File: src/rtl/fpt_pkg.sv
package fpt_pkg;
  localparam int NUM_REGS = 4;
  localparam int ADDR_W = 2;

  typedef enum logic [1:0] {
    OP_PROG = 2'd0,
    OP_PAGE = 2'd1,
    OP_MASS = 2'd2,
    OP_NONE = 2'd3
  } op_e;

  typedef enum logic [1:0] {
    SRC_SETTLE = 2'd0,
    SRC_PROG   = 2'd1,
    SRC_PAGE   = 2'd2,
    SRC_MASS   = 2'd3
  } src_e;

  // strobes from the sequencer to the counter datapath
  typedef struct packed {
    logic load;
    src_e src;
    logic dec;
  } ctl_s;
endpackage

File: src/rtl/fpt_regs.sv
module fpt_regs
  import fpt_pkg::*;
#(
  parameter int DW = 8,
  parameter logic [DW-1:0] RST_SETTLE = 8'h30,
  parameter logic [DW-1:0] RST_PROG   = 8'h16,
  parameter logic [DW-1:0] RST_PAGE   = 8'h04,
  parameter logic [DW-1:0] RST_MASS   = 8'hEA
) (
  input  logic              clk,
  input  logic              rstN,
  input  logic              wrEn,
  input  logic [ADDR_W-1:0] addr,
  input  logic [DW-1:0]     wrData,
  input  logic              lock,
  output logic [DW-1:0]     rdData,
  output logic [DW-1:0]     settleVal,
  output logic [DW-1:0]     progVal,
  output logic [DW-1:0]     pageVal,
  output logic [DW-1:0]     massVal
);
  localparam logic [DW-1:0] RST_VALS [NUM_REGS] = '{RST_SETTLE, RST_PROG, RST_PAGE, RST_MASS};

  logic [DW-1:0] regQ [NUM_REGS];

  for (genvar i = 0; i < NUM_REGS; i++) begin : g_reg
    always_ff @(posedge clk) begin
      if (!rstN) begin
        regQ[i] <= RST_VALS[i];
      end else if (wrEn && !lock && (addr == ADDR_W'(i))) begin
        regQ[i] <= wrData;
      end
    end


    lock_hold_chk: assert property (@(posedge clk) disable iff (!rstN)
      lock |=> $stable(regQ[i]));
  end

  assign rdData    = regQ[addr];
  assign settleVal = regQ[0];
  assign progVal   = regQ[1];
  assign pageVal   = regQ[2];
  assign massVal   = regQ[3];
endmodule

File: src/rtl/fpt_datapath.sv
module fpt_datapath
  import fpt_pkg::*;
#(
  parameter int DW = 8,
  parameter int CNT_W = 21,
  parameter int PROG_SHIFT = 3,
  parameter int ERASE_SHIFT = 12
) (
  input  logic          clk,
  input  logic          rstN,
  input  ctl_s          ctl,
  input  logic [DW-1:0] settleVal,
  input  logic [DW-1:0] progVal,
  input  logic [DW-1:0] pageVal,
  input  logic [DW-1:0] massVal,
  output logic          cntZero
);
  localparam logic [CNT_W-1:0] ONE = CNT_W'(1);

  logic [CNT_W-1:0] cnt;
  logic [CNT_W-1:0] loadVal;

  // phase of N enables is held as N-1 so that zero marks the last enable
  function automatic logic [CNT_W-1:0] scaled(input logic [DW-1:0] v, input int sh);
    return ((CNT_W'(v) + ONE) << sh) - ONE;
  endfunction

  always_comb begin
    unique case (ctl.src)
      SRC_SETTLE: loadVal = CNT_W'(settleVal);
      SRC_PROG:   loadVal = scaled(progVal, PROG_SHIFT);
      SRC_PAGE:   loadVal = scaled(pageVal, ERASE_SHIFT);
      default:    loadVal = scaled(massVal, ERASE_SHIFT);
    endcase
  end

  always_ff @(posedge clk) begin
    if (!rstN) begin
      cnt <= '0;
    end else if (ctl.load) begin
      cnt <= loadVal;
    end else if (ctl.dec) begin
      cnt <= cnt - ONE;
    end
  end

  assign cntZero = (cnt == '0);


  no_underflow_chk: assert property (@(posedge clk) disable iff (!rstN)
    ctl.dec |-> (cnt != '0));
endmodule

File: src/rtl/fpt_ctrl.sv
module fpt_ctrl
  import fpt_pkg::*;
(
  input  logic       clk,
  input  logic       rstN,
  input  logic       tickEn,
  input  logic       startReq,
  input  logic [1:0] startOp,
  input  logic       cntZero,
  output ctl_s       ctl,
  output logic       accept,
  output logic       busy,
  output logic       hvActive,
  output logic       doneStrobe
);
  typedef enum logic [2:0] {
    ST_IDLE, ST_LEAD, ST_PULSE, ST_TRAIL, ST_DONE
  } state_e;

  state_e state, stateNext;
  op_e    curOp;
  op_e    reqOp;
  src_e   pulseSrc;

  assign reqOp = op_e'(startOp);

  always_comb begin
    unique case (curOp)
      OP_PAGE: pulseSrc = SRC_PAGE;
      OP_MASS: pulseSrc = SRC_MASS;
      default: pulseSrc = SRC_PROG;
    endcase
  end

  always_comb begin
    stateNext = state;
    accept    = 1'b0;
    ctl       = '{load: 1'b0, src: SRC_SETTLE, dec: 1'b0};
    unique case (state)
      ST_IDLE: begin
        if (startReq && reqOp != OP_NONE) begin
          accept    = 1'b1;
          ctl.load  = 1'b1;
          stateNext = ST_LEAD;
        end
      end
      ST_LEAD: begin
        if (tickEn) begin
          if (cntZero) begin
            ctl.load  = 1'b1;
            ctl.src   = pulseSrc;
            stateNext = ST_PULSE;
          end else begin
            ctl.dec = 1'b1;
          end
        end
      end
      ST_PULSE: begin
        if (tickEn) begin
          if (cntZero) begin
            ctl.load  = 1'b1;
            stateNext = ST_TRAIL;
          end else begin
            ctl.dec = 1'b1;
          end
        end
      end
      ST_TRAIL: begin
        if (tickEn) begin
          if (cntZero) stateNext = ST_DONE;
          else         ctl.dec = 1'b1;
        end
      end
      default: stateNext = ST_IDLE;
    endcase
  end

  always_ff @(posedge clk) begin
    if (!rstN) begin
      state <= ST_IDLE;
      curOp <= OP_PROG;
    end else begin
      state <= stateNext;
      if (accept) curOp <= reqOp;
    end
  end

  assign busy       = (state != ST_IDLE);
  assign hvActive   = (state == ST_PULSE);
  assign doneStrobe = (state == ST_DONE);


  busy_rise_chk: assert property (@(posedge clk) disable iff (!rstN)
    $rose(busy) |-> $past(startReq));


  op_hold_chk: assert property (@(posedge clk) disable iff (!rstN)
    (busy && !doneStrobe) |=> $stable(curOp));


  done_pulse_chk: assert property (@(posedge clk) disable iff (!rstN)
    doneStrobe |=> (!doneStrobe && !busy));


  done_after_trail_chk: assert property (@(posedge clk) disable iff (!rstN)
    doneStrobe |-> $past(state == ST_TRAIL && tickEn && cntZero));


  stall_chk: assert property (@(posedge clk) disable iff (!rstN)
    (!tickEn && (state == ST_LEAD || state == ST_PULSE || state == ST_TRAIL)) |=> $stable(state));
endmodule

File: src/rtl/flash_pulse_timer.sv
module flash_pulse_timer
  import fpt_pkg::*;
#(
  parameter int DW = 8,
  parameter int CNT_W = 21,
  parameter int PROG_SHIFT = 3,
  parameter int ERASE_SHIFT = 12
) (
  input  logic              clk,
  input  logic              rstN,
  input  logic              tickEn,
  input  logic              regWr,
  input  logic [ADDR_W-1:0] regAddr,
  input  logic [DW-1:0]     regWrData,
  output logic [DW-1:0]     regRdData,
  input  logic              startReq,
  input  logic [1:0]        startOp,
  output logic              busy,
  output logic              hvActive,
  output logic              doneStrobe
);
  ctl_s          ctl;
  logic          accept;
  logic          cntZero;
  logic [DW-1:0] settleVal, progVal, pageVal, massVal;

  fpt_regs #(.DW(DW)) u_regs (
    .clk(clk), .rstN(rstN), .wrEn(regWr), .addr(regAddr), .wrData(regWrData),
    .lock(busy | accept), .rdData(regRdData), .settleVal(settleVal),
    .progVal(progVal), .pageVal(pageVal), .massVal(massVal)
  );

  fpt_ctrl u_ctrl (
    .clk(clk), .rstN(rstN), .tickEn(tickEn), .startReq(startReq),
    .startOp(startOp), .cntZero(cntZero), .ctl(ctl), .accept(accept),
    .busy(busy), .hvActive(hvActive), .doneStrobe(doneStrobe)
  );

  fpt_datapath #(
    .DW(DW), .CNT_W(CNT_W), .PROG_SHIFT(PROG_SHIFT), .ERASE_SHIFT(ERASE_SHIFT)
  ) u_dp (
    .clk(clk), .rstN(rstN), .ctl(ctl), .settleVal(settleVal), .progVal(progVal),
    .pageVal(pageVal), .massVal(massVal), .cntZero(cntZero)
  );
endmodule

File: config.mk
export PLATFORM = sky130hd
export DESIGN_NAME = flash_pulse_timer
export DESIGN_NICKNAME = d
export VERILOG_FILES = /design/src/rtl/fpt_pkg.sv /design/src/rtl/fpt_regs.sv /design/src/rtl/fpt_datapath.sv /design/src/rtl/fpt_ctrl.sv /design/src/rtl/flash_pulse_timer.sv
export SDC_FILE = /design/constraint.sdc
export NUM_CORES = 1
export LEC_CHECK = 0
export BUFFER_PORTS_ARGS = -buffer_cell sky130_fd_sc_hd__clkbuf_2
export CORE_ASPECT_RATIO = 0.9
export CORE_MARGIN = 1.5
export CORE_UTILIZATION = 47
export CTS_CLUSTER_DIAMETER = 40
export CTS_CLUSTER_SIZE = 14
export DETAILED_ROUTE_END_ITERATION = 6
export GPL_TIMING_DRIVEN = 0
export SETUP_SLACK_MARGIN = 0.02
export SLEW_MARGIN = 20
export SYNTH_ARGS = -nofsm -noshare
export SYNTH_HDL_FRONTEND = slang
export SYNTH_SLANG_ARGS = --single-unit
File: constraint.sdc
create_clock -name clk -period 11 [get_ports clk]
set_input_delay 2.2 -clock clk [delete_from_list [all_inputs] [get_ports clk]]
set_output_delay 2.2 -clock clk [all_outputs]
set_load 0.02 [all_outputs]
==> run metrics, run 1 <==
startpoint class of the critical path input pin; cells along the critical path clkbuf_1, mux4_2, clkbuf_2; Synth warnings 0; kind of critical path in -> out; Leak Pwr roughly 1.7 nW; vias in the first global route ~3300; root buffer selected by CTS clkbuf_8; Die ar. about 9000 sq um; nets slightly below 500; post-cts sizing count 0; Worst Path Arrival between 3 and 4 ns; crit path max fanout 10; Worst path top cell family by delay buffers and inverters; Die Span Y between 90 and 100 um; boundary pin count 28; Final Wtd Congestion 0.909; Core ar. 8150 sq um; PwrDens about 120 nW/um^2; maximum buffer depth of the clock tree 2; DR pass1 iterations 4; # H-tree levels 3; number of cells on the critical path 3; postcts setup bufs 0; hold_sp u_ctrl.curOp[1]; multi-input logic area between 2000 and 2500 sq um; maxcap violations 0; hold endpoint u_ctrl.curOp[1]; Area growth, synth to finish 10.8%; Switch Pwr around 0.00016 W; VDD IR max 0.0926 mV; slowest CP cell mux4_2; # DRC 0; minimum clock period slightly below 6 ns; R2R setup slack 6.87 ns; mean post-synth cell area between 9 and 10 sq um; Max Fclk between 0.15 and 0.2 GHz; worst hold-check path type reg -> reg; Initial Utilization approximately half; hold_ws 0.498 ns; Switching Fraction around 30%; Reg area around 1500 sq um; Clock power frac roughly a third; Hold-fix buffers, CTS 0; Total GRT Usage 26.2%; post-route setup TNS 0 ns; RSZ-0062 raised after global routing no; filler instances around 800; period utilization a little over half; initial antenna violation count 0; Cell variety after synth between 50 and 60; Pint 0.000387 W; max-slew violation count 0; Final Core Density 54.2%; routed len/inst between 15 and 20 um; Flop pwr share a little under half; placed cells approximately 550; FFs w/ async S/R, synth 0%; kind of end point of the critical path primary output; Worst-Margin Slew 0.856 ns; largest net degree at the start of global routing 11; RR Startpoint u_dp.cnt[0]; synthesis-stage register bit count between 50 and 60; share of layout cells above drive strength 1 13.3%; Mapped Cells 424; Hold Fails Final Rpt 0; Congestion Overflow GR 0; Worst EP required between 8 and 9 ns; antenna-violating nets left 0; Post-Syn Nets between 400 and 500; Reg2Reg Capture Point u_dp.cnt[4]; reg2reg path depth 12; die width roughly 100 um; fin cells around 570; final setup violating endpoints 0; Setup Skew between 0.007 and 0.008 ns; CTS clk-pin slew, worst paths 0.06 ns; Crit path largest cell delay between 0.6 and 0.7 ns; DR vias/cell 6.11; TritonCTS Sinks 58; first-pass GRT wire length about 18 mm; outcome completed; post-DP HPWL 8.44 mm; Max-slew headroom about two fifths; final wirelength between 10 and 15 mm; post-synthesis sequential area ratio 37.2%; DR iter-0 viols between 200 and 250; Mapped Area between 3000 and 4000 sq um; via count approximately 3500; number of synthesized flops with an enable pin 32; CP bufs+invs 2; Logic pwr share 19.6%; hold path depth 2; CTS Buf Count 9; total power 0.000550 W; Skew-Pair Late Insertion Delay 0.34 ns; TritonCTS clock tree built; num rows 31; Top FF cell, synth edfxtp_1; ANT cells 0; input/output buffers 26
[power by group through the flow]
stage                     Sequential [W]  Combinational, W  Clock (W)
after floorplan                 0.000256         0.0000785          0
after global placement          0.000261          0.000105          0
after detailed placement        0.000261          0.000106          0
after CTS                       0.000256          0.000107   0.000188
after global routing            0.000259          0.000120   0.000199
final                           0.000257          0.000108   0.000185
[stage by stage]
step / setup slack (ns) / cell area, sq um
CTS: 5.21 / 4410
detailed placement: 5.22 / 4230
global placement: 5.23 / 4230
finish: 5.23 / 4410
floorplan: 5.51 / 3980
global route: 5.13 / 4410
[routing by layer]
| metal | part of all wire, % | global-route usage (%) | wire length, um |
|---|---|---|---|
| met4 | 0.76 | 4.81 | 85 |
| met5 | 0 | 0 | 0 |
| met2 | 44 | 38.5 | 4900 |
| met3 | 5.9 | 6.81 | 659 |
| met1 | 49 | 39.2 | 5480 |
[flip-flops by register name (all words and copies together), names as in the netlist]
name and flops:
u_ctrl.state 3, u_ctrl.curOp 2, u_dp.cnt 21, u_regs.regQ 32
[cells in the mapped netlist (8+ instances only)]
| master | number | area share, % |
|---|---|---|
| nor2_1 | 23 | 2.2 |
| xnor2_1 | 16 | 3.5 |
| inv_1 | 12 | 1.1 |
| a21oi_1 | 12 | 1.5 |
| and2_1 | 28 | 4.4 |
| nand3_1 | 14 | 1.8 |
| edfxtp_1 | 32 | 24 |
| xor2_1 | 21 | 4.6 |
| nor3_1 | 22 | 2.8 |
| mux4_2 | 8 | 4.5 |
| o21ai_0 | 16 | 2.0 |
| or3_1 | 15 | 2.4 |
| ha_1 | 10 | 3.1 |
| dfxtp_1 | 26 | 13 |
| clkbuf_1 | 21 | 2.0 |
| nand2_1 | 23 | 2.2 |
| a211oi_1 | 13 | 2.5 |
| and3_1 | 8 | 1.3 |
[worst max path at each step]
stage | start | to
after floorplan | regAddr[0] | regRdData[0]
after global placement | regAddr[0] | regRdData[0]
after detailed placement | regAddr[0] | regRdData[0]
after CTS | regAddr[0] | regRdData[0]
after global routing | regAddr[0] | regRdData[0]
final | regAddr[0] | regRdData[2]
[layout make-up]
cell class,count,share of cell area [%]
Clock buffer,12,3.06
Multi-Input combinational cell,328,53.3
Timing Repair Buffer,26,2.95
Tap cell,99,2.81
Buffer,26,2.35
Clock inverter,4,0.964
Inverter,12,1.02
Sequential cell,58,33.6
[kinds of logic after synthesis]
kind of cell	share of synthesized area [%]
AND/OR/NAND/NOR	26.6
AO/OA/AOI/OAI	14.8
flip-flops	37.2
buffers and inverters	3.74
XOR/XNOR	8.14
multiplexers	6.32
adder cells (fa/ha/maj)	3.14
[worst register-to-register path, stage by stage, from the launching register on]
cell	delay [ns]
dfxtp_1	0.34
inv_1	0.07
ha_1	0.18
or4b_1	0.55
nor4_4	0.34
nand4_1	0.28
or4_1	0.59
ha_1	0.25
clkbuf_1	0.19
or4_1	0.54
buf_2	0.20
a221oi_1	0.38
a311oi_1	0.09
[layout by cell type (no fill, tap or decap), types with 6 or more instances in the layout]
master	n
edfxtp_1	32
and2_1	28
clkbuf_2	26
dfxtp_1	26
clkbuf_1	24
nand2_1	23
nor2_1	23
nor3_1	22
xor2_1	21
xnor2_1	16
or3_1	15
nand3_1	14
a211oi_1	13
o21ai_0	12
a21oi_1	12
inv_1	12
ha_1	10
clkbuf_8	9
and3_1	8
mux4_2	8
mux2i_1	6
nor3b_1	6
nor4_1	6
or4_1	6
No activity file was read; power rests on OpenSTA's default activity.
==> run 2, diff against run 1 <==
- ABC_AREA: not set -> 1
- PLACE_DENSITY: not set -> 0.67
- clock period: 11 -> 5.3 ns (I/O delays scaled with it)
==> run metrics, run 2 <==
Mapped Cells 662 (+56%); number of synthesized flops with an enable pin 32 (unchanged); routed len/inst 14.2 um (-28%); DR iter-0 viols 404 (+95%); kind of end point of the critical path flip-flop; Mapped Area 4360 sq um (+9.5%); RSZ-0062 raised after global routing no; Crit path largest cell delay 0.49 ns (-0.14 ns); FFs w/ async S/R, synth 0% (unchanged); crit path max fanout 9 (-1); hold_sp u_ctrl.curOp[1]; maximum buffer depth of the clock tree 2 (unchanged); vias in the first global route 4113 (+23%); Max-slew headroom 63.4% (+22 points); metal2 WL 5.20 mm (+6.3%); Top Registers u_regs.regQ x32, u_dp.cnt x21, u_ctrl.state x3; Synth warnings 0 (unchanged); initial antenna violation count 0 (unchanged); kind of critical path reg -> reg; VDD IR max 0.153 mV (+65%); Worst EP required 5.54 ns (-3.26 ns); worst hold-check path type reg -> reg; Area growth, synth to finish 10.6%; CTS Buf Count 9 (unchanged); post-route setup TNS 0 ns (unchanged); Die Span Y 94.4 um (+4.5%); top sig layer met4; post-synthesis sequential area ratio 34.0% (-3.2 points); slowest CP cell nor2_1; post-place instance area 4640 sq um (+9.6%); nets 726 (+49%); Cell variety after synth 37 (-35%); most frequent CP cell nor2_1; reg2reg path depth 21 (+9); total power 0.00136 W (+150%); post-cts sizing count 0 (unchanged); Yosys top cell by area edfxtp_1; input/output buffers 26 (unchanged); Worst Path Arrival 3.90 ns (+0.33 ns); adder-cell area share of the yosys netlist 2.87% (-0.27 points); final setup violating endpoints 0 (unchanged); DR pass1 iterations 5 (+1); outcome completed; Reg2Reg Capture Point u_dp.cnt[11]; Total GRT Usage 25.4% (-0.86 points); Final Wtd Congestion 0.902 (-0.79%); Initial Utilization 48.2% (-0.67 points); DR vias/cell 5.31 (-13%); Top FF cell, synth edfxtp_1; CTS clk-pin slew, worst paths 0.07 ns (about the same); period utilization 69.0%; filler instances 911 (+16%); Congestion Overflow GR 0 (unchanged); synthesis-stage register bit count 58 (unchanged); commonest non-fill, non-tap cells in the layout nand2_1, nor2_1, inv_1; max-slew violation count 0 (unchanged); Core ar. 9040 sq um (+11%); simple-gate share of the synthesized area 37.5% (+11 points); Post-Syn Nets 689 (+53%); # DRC 0 (unchanged); cells along the critical path inv_1, ha_1, nand3_2, nor2_2, nand3_2, inv_2, nand2_1, nor2_1, nand2_1, nor2_1, inv_1, nor2_1, inv_1, ha_1, clkbuf_1, nor2_1, o21ai_0, nand2_1, nand2_1, nor2_1, nor2_1; Worst-Margin Slew 0.547 ns (-0.309 ns); Top reg by flops u_regs.regQ; RR Startpoint u_dp.cnt[0]; mean post-synth cell area 6.58 sq um (-30%); main combinational cell family by area after synthesis simple AND/OR/NAND/NOR gates; die width 105 um (+4.5%); Leak Pwr 2.29 nW (+39%); synth cell count leaders nand2_1, nor2_1, inv_1; Synth area leaders edfxtp_1, nand2_1, dfxtp_1, nor2_1, inv_1; TritonCTS Sinks 58 (unchanged); post-DP HPWL 9.01 mm (+6.8%); mux contribution to synthesized area 0% (-6.3 points); root buffer selected by CTS clkbuf_8; ANT cells 0 (unchanged); met3 WL 878 um (+33%); Synth Area in XOR/XNOR 2.81% (-5.3 points); Skew-Pair Late Insertion Delay 0.35 ns (about the same); TritonCTS clock tree built; postcts setup bufs 0 (unchanged); count leader, synth nand2_1; startpoint class of the critical path flip-flop; fin area 4820 sq um (+9.2%); # H-tree levels 3 (unchanged); R2R setup slack 1.65 ns (-5.22 ns); final wirelength 11.7 mm (+5.3%); share of layout cells above drive strength 1 10.7% (-2.7 points); Max Fclk ~0.27 GHz; Synth top area share 22.0% (-2.1 points); Hold-fix buffers, CTS 0 (unchanged); M1 WL 5.41 mm (-1.2%); Final Core Density 53.3% (-0.88 points); most common cell after layout, fill and taps aside nand2_1; Die ar. 9860 sq um (+9.2%); Hold Fails Final Rpt 0 (unchanged); maxcap violations 0 (unchanged); compound-cell area share of the yosys netlist 12.2% (-2.6 points); num rows 33 (+6.5%); hold endpoint u_ctrl.curOp[1]; via count 4390 (+27%); boundary pin count 28 (unchanged); largest net degree at the start of global routing 11 (unchanged); minimum clock period 3.65 ns; first-pass GRT wire length 19.4 mm (+7.0%); PwrDens 283 nW/um^2 (+130%); Largest register FFs 32 (unchanged); Reg area 1480 sq um (unchanged); antenna-violating nets left 0 (unchanged); hold path depth 2 (unchanged); multi-input logic area 2420 sq um (+2.8%); Setup Skew 0.0109 ns (+0.00350 ns)
==> run 2: changes by cell type after synthesis, moves of 12 or more <==
cell / delta
a21oi_1: +12
and2_1: -27
clkbuf_1: -15
o21ai_0: +21
nand3_1: +46
nand2_1: +159
nor2_1: +71
inv_1: +80
a211oi_1: -13
or3_1: -15
xor2_1: -15
nor3_1: -19
==> run 2: metrics by stage <==
step / std cells / hold slack [ns] / worst slack, ns
6_report: 826 / 0.461 / 1.65
5_1_grt: 826 / 0.495 / 1.28
4_1_cts: 826 / 0.468 / 1.71
3_5_place_dp: 810 / 0.460 / 1.75
3_3_place_gp: 810 / 0.450 / 1.76
2_1_floorplan: 662 / 0.433 / 2.51
==> run 2: routing by layer <==
metal,global-route usage [%],up-vias
met3,3.66,20
li1,-,2217
met2,41.6,173
met4,10.4,0
met5,0,-
met1,33.9,1980
==> run 2: cell type report <==
class	instances	area share, %
multi-input combinational	492	50.1
tap	122	3.17
sequential	58	30.7
clock buffer	12	2.80
clock inverter	4	0.883
timing repair buffer	26	2.70
buffer	15	1.95
inverter	97	7.61
==> run 2: worst max path at each step <==
stage | start | endpoint | slack, ns
2_1_floorplan | regAddr[0] | regRdData[1] | 2.51
3_3_place_gp | u_dp.cnt[0] | u_dp.cnt[3] | 1.76
3_5_place_dp | u_dp.cnt[0] | u_dp.cnt[3] | 1.75
4_1_cts | u_dp.cnt[0] | u_dp.cnt[3] | 1.71
5_1_grt | u_dp.cnt[0] | u_dp.cnt[11] | 1.28
6_report | u_dp.cnt[0] | u_dp.cnt[11] | 1.65
==> run 2: logic make-up after synthesis <==
logic type	count (synthesis)
AO/OA/AOI/OAI	93
XOR/XNOR	14
AND/OR/NAND/NOR	375
buffers and inverters	112
flip-flops	58
adder cells (fa/ha/maj)	10
==> run 2: critical path: cells and delay by family (launching register included) <==
| kind | cells | cell delay, ns |
|---|---|---|
| buffers and inverters | 5 | 0.56 |
| AOI/OAI and AO/OA | 1 | 0.17 |
| DFF | 1 | 0.33 |
| and+or+nand+nor | 13 | 2.09 |
| adders and majority gates | 2 | 0.42 |
==> run 2: report_power, final <==
group	switching, W	internal, W	total [W]
logic	0.000267	0.000143	0.000411
clock network	0.000176	0.000214	0.000390
registers	0.0000461	0.000516	0.000562
total	0.000490	0.000873	0.00136
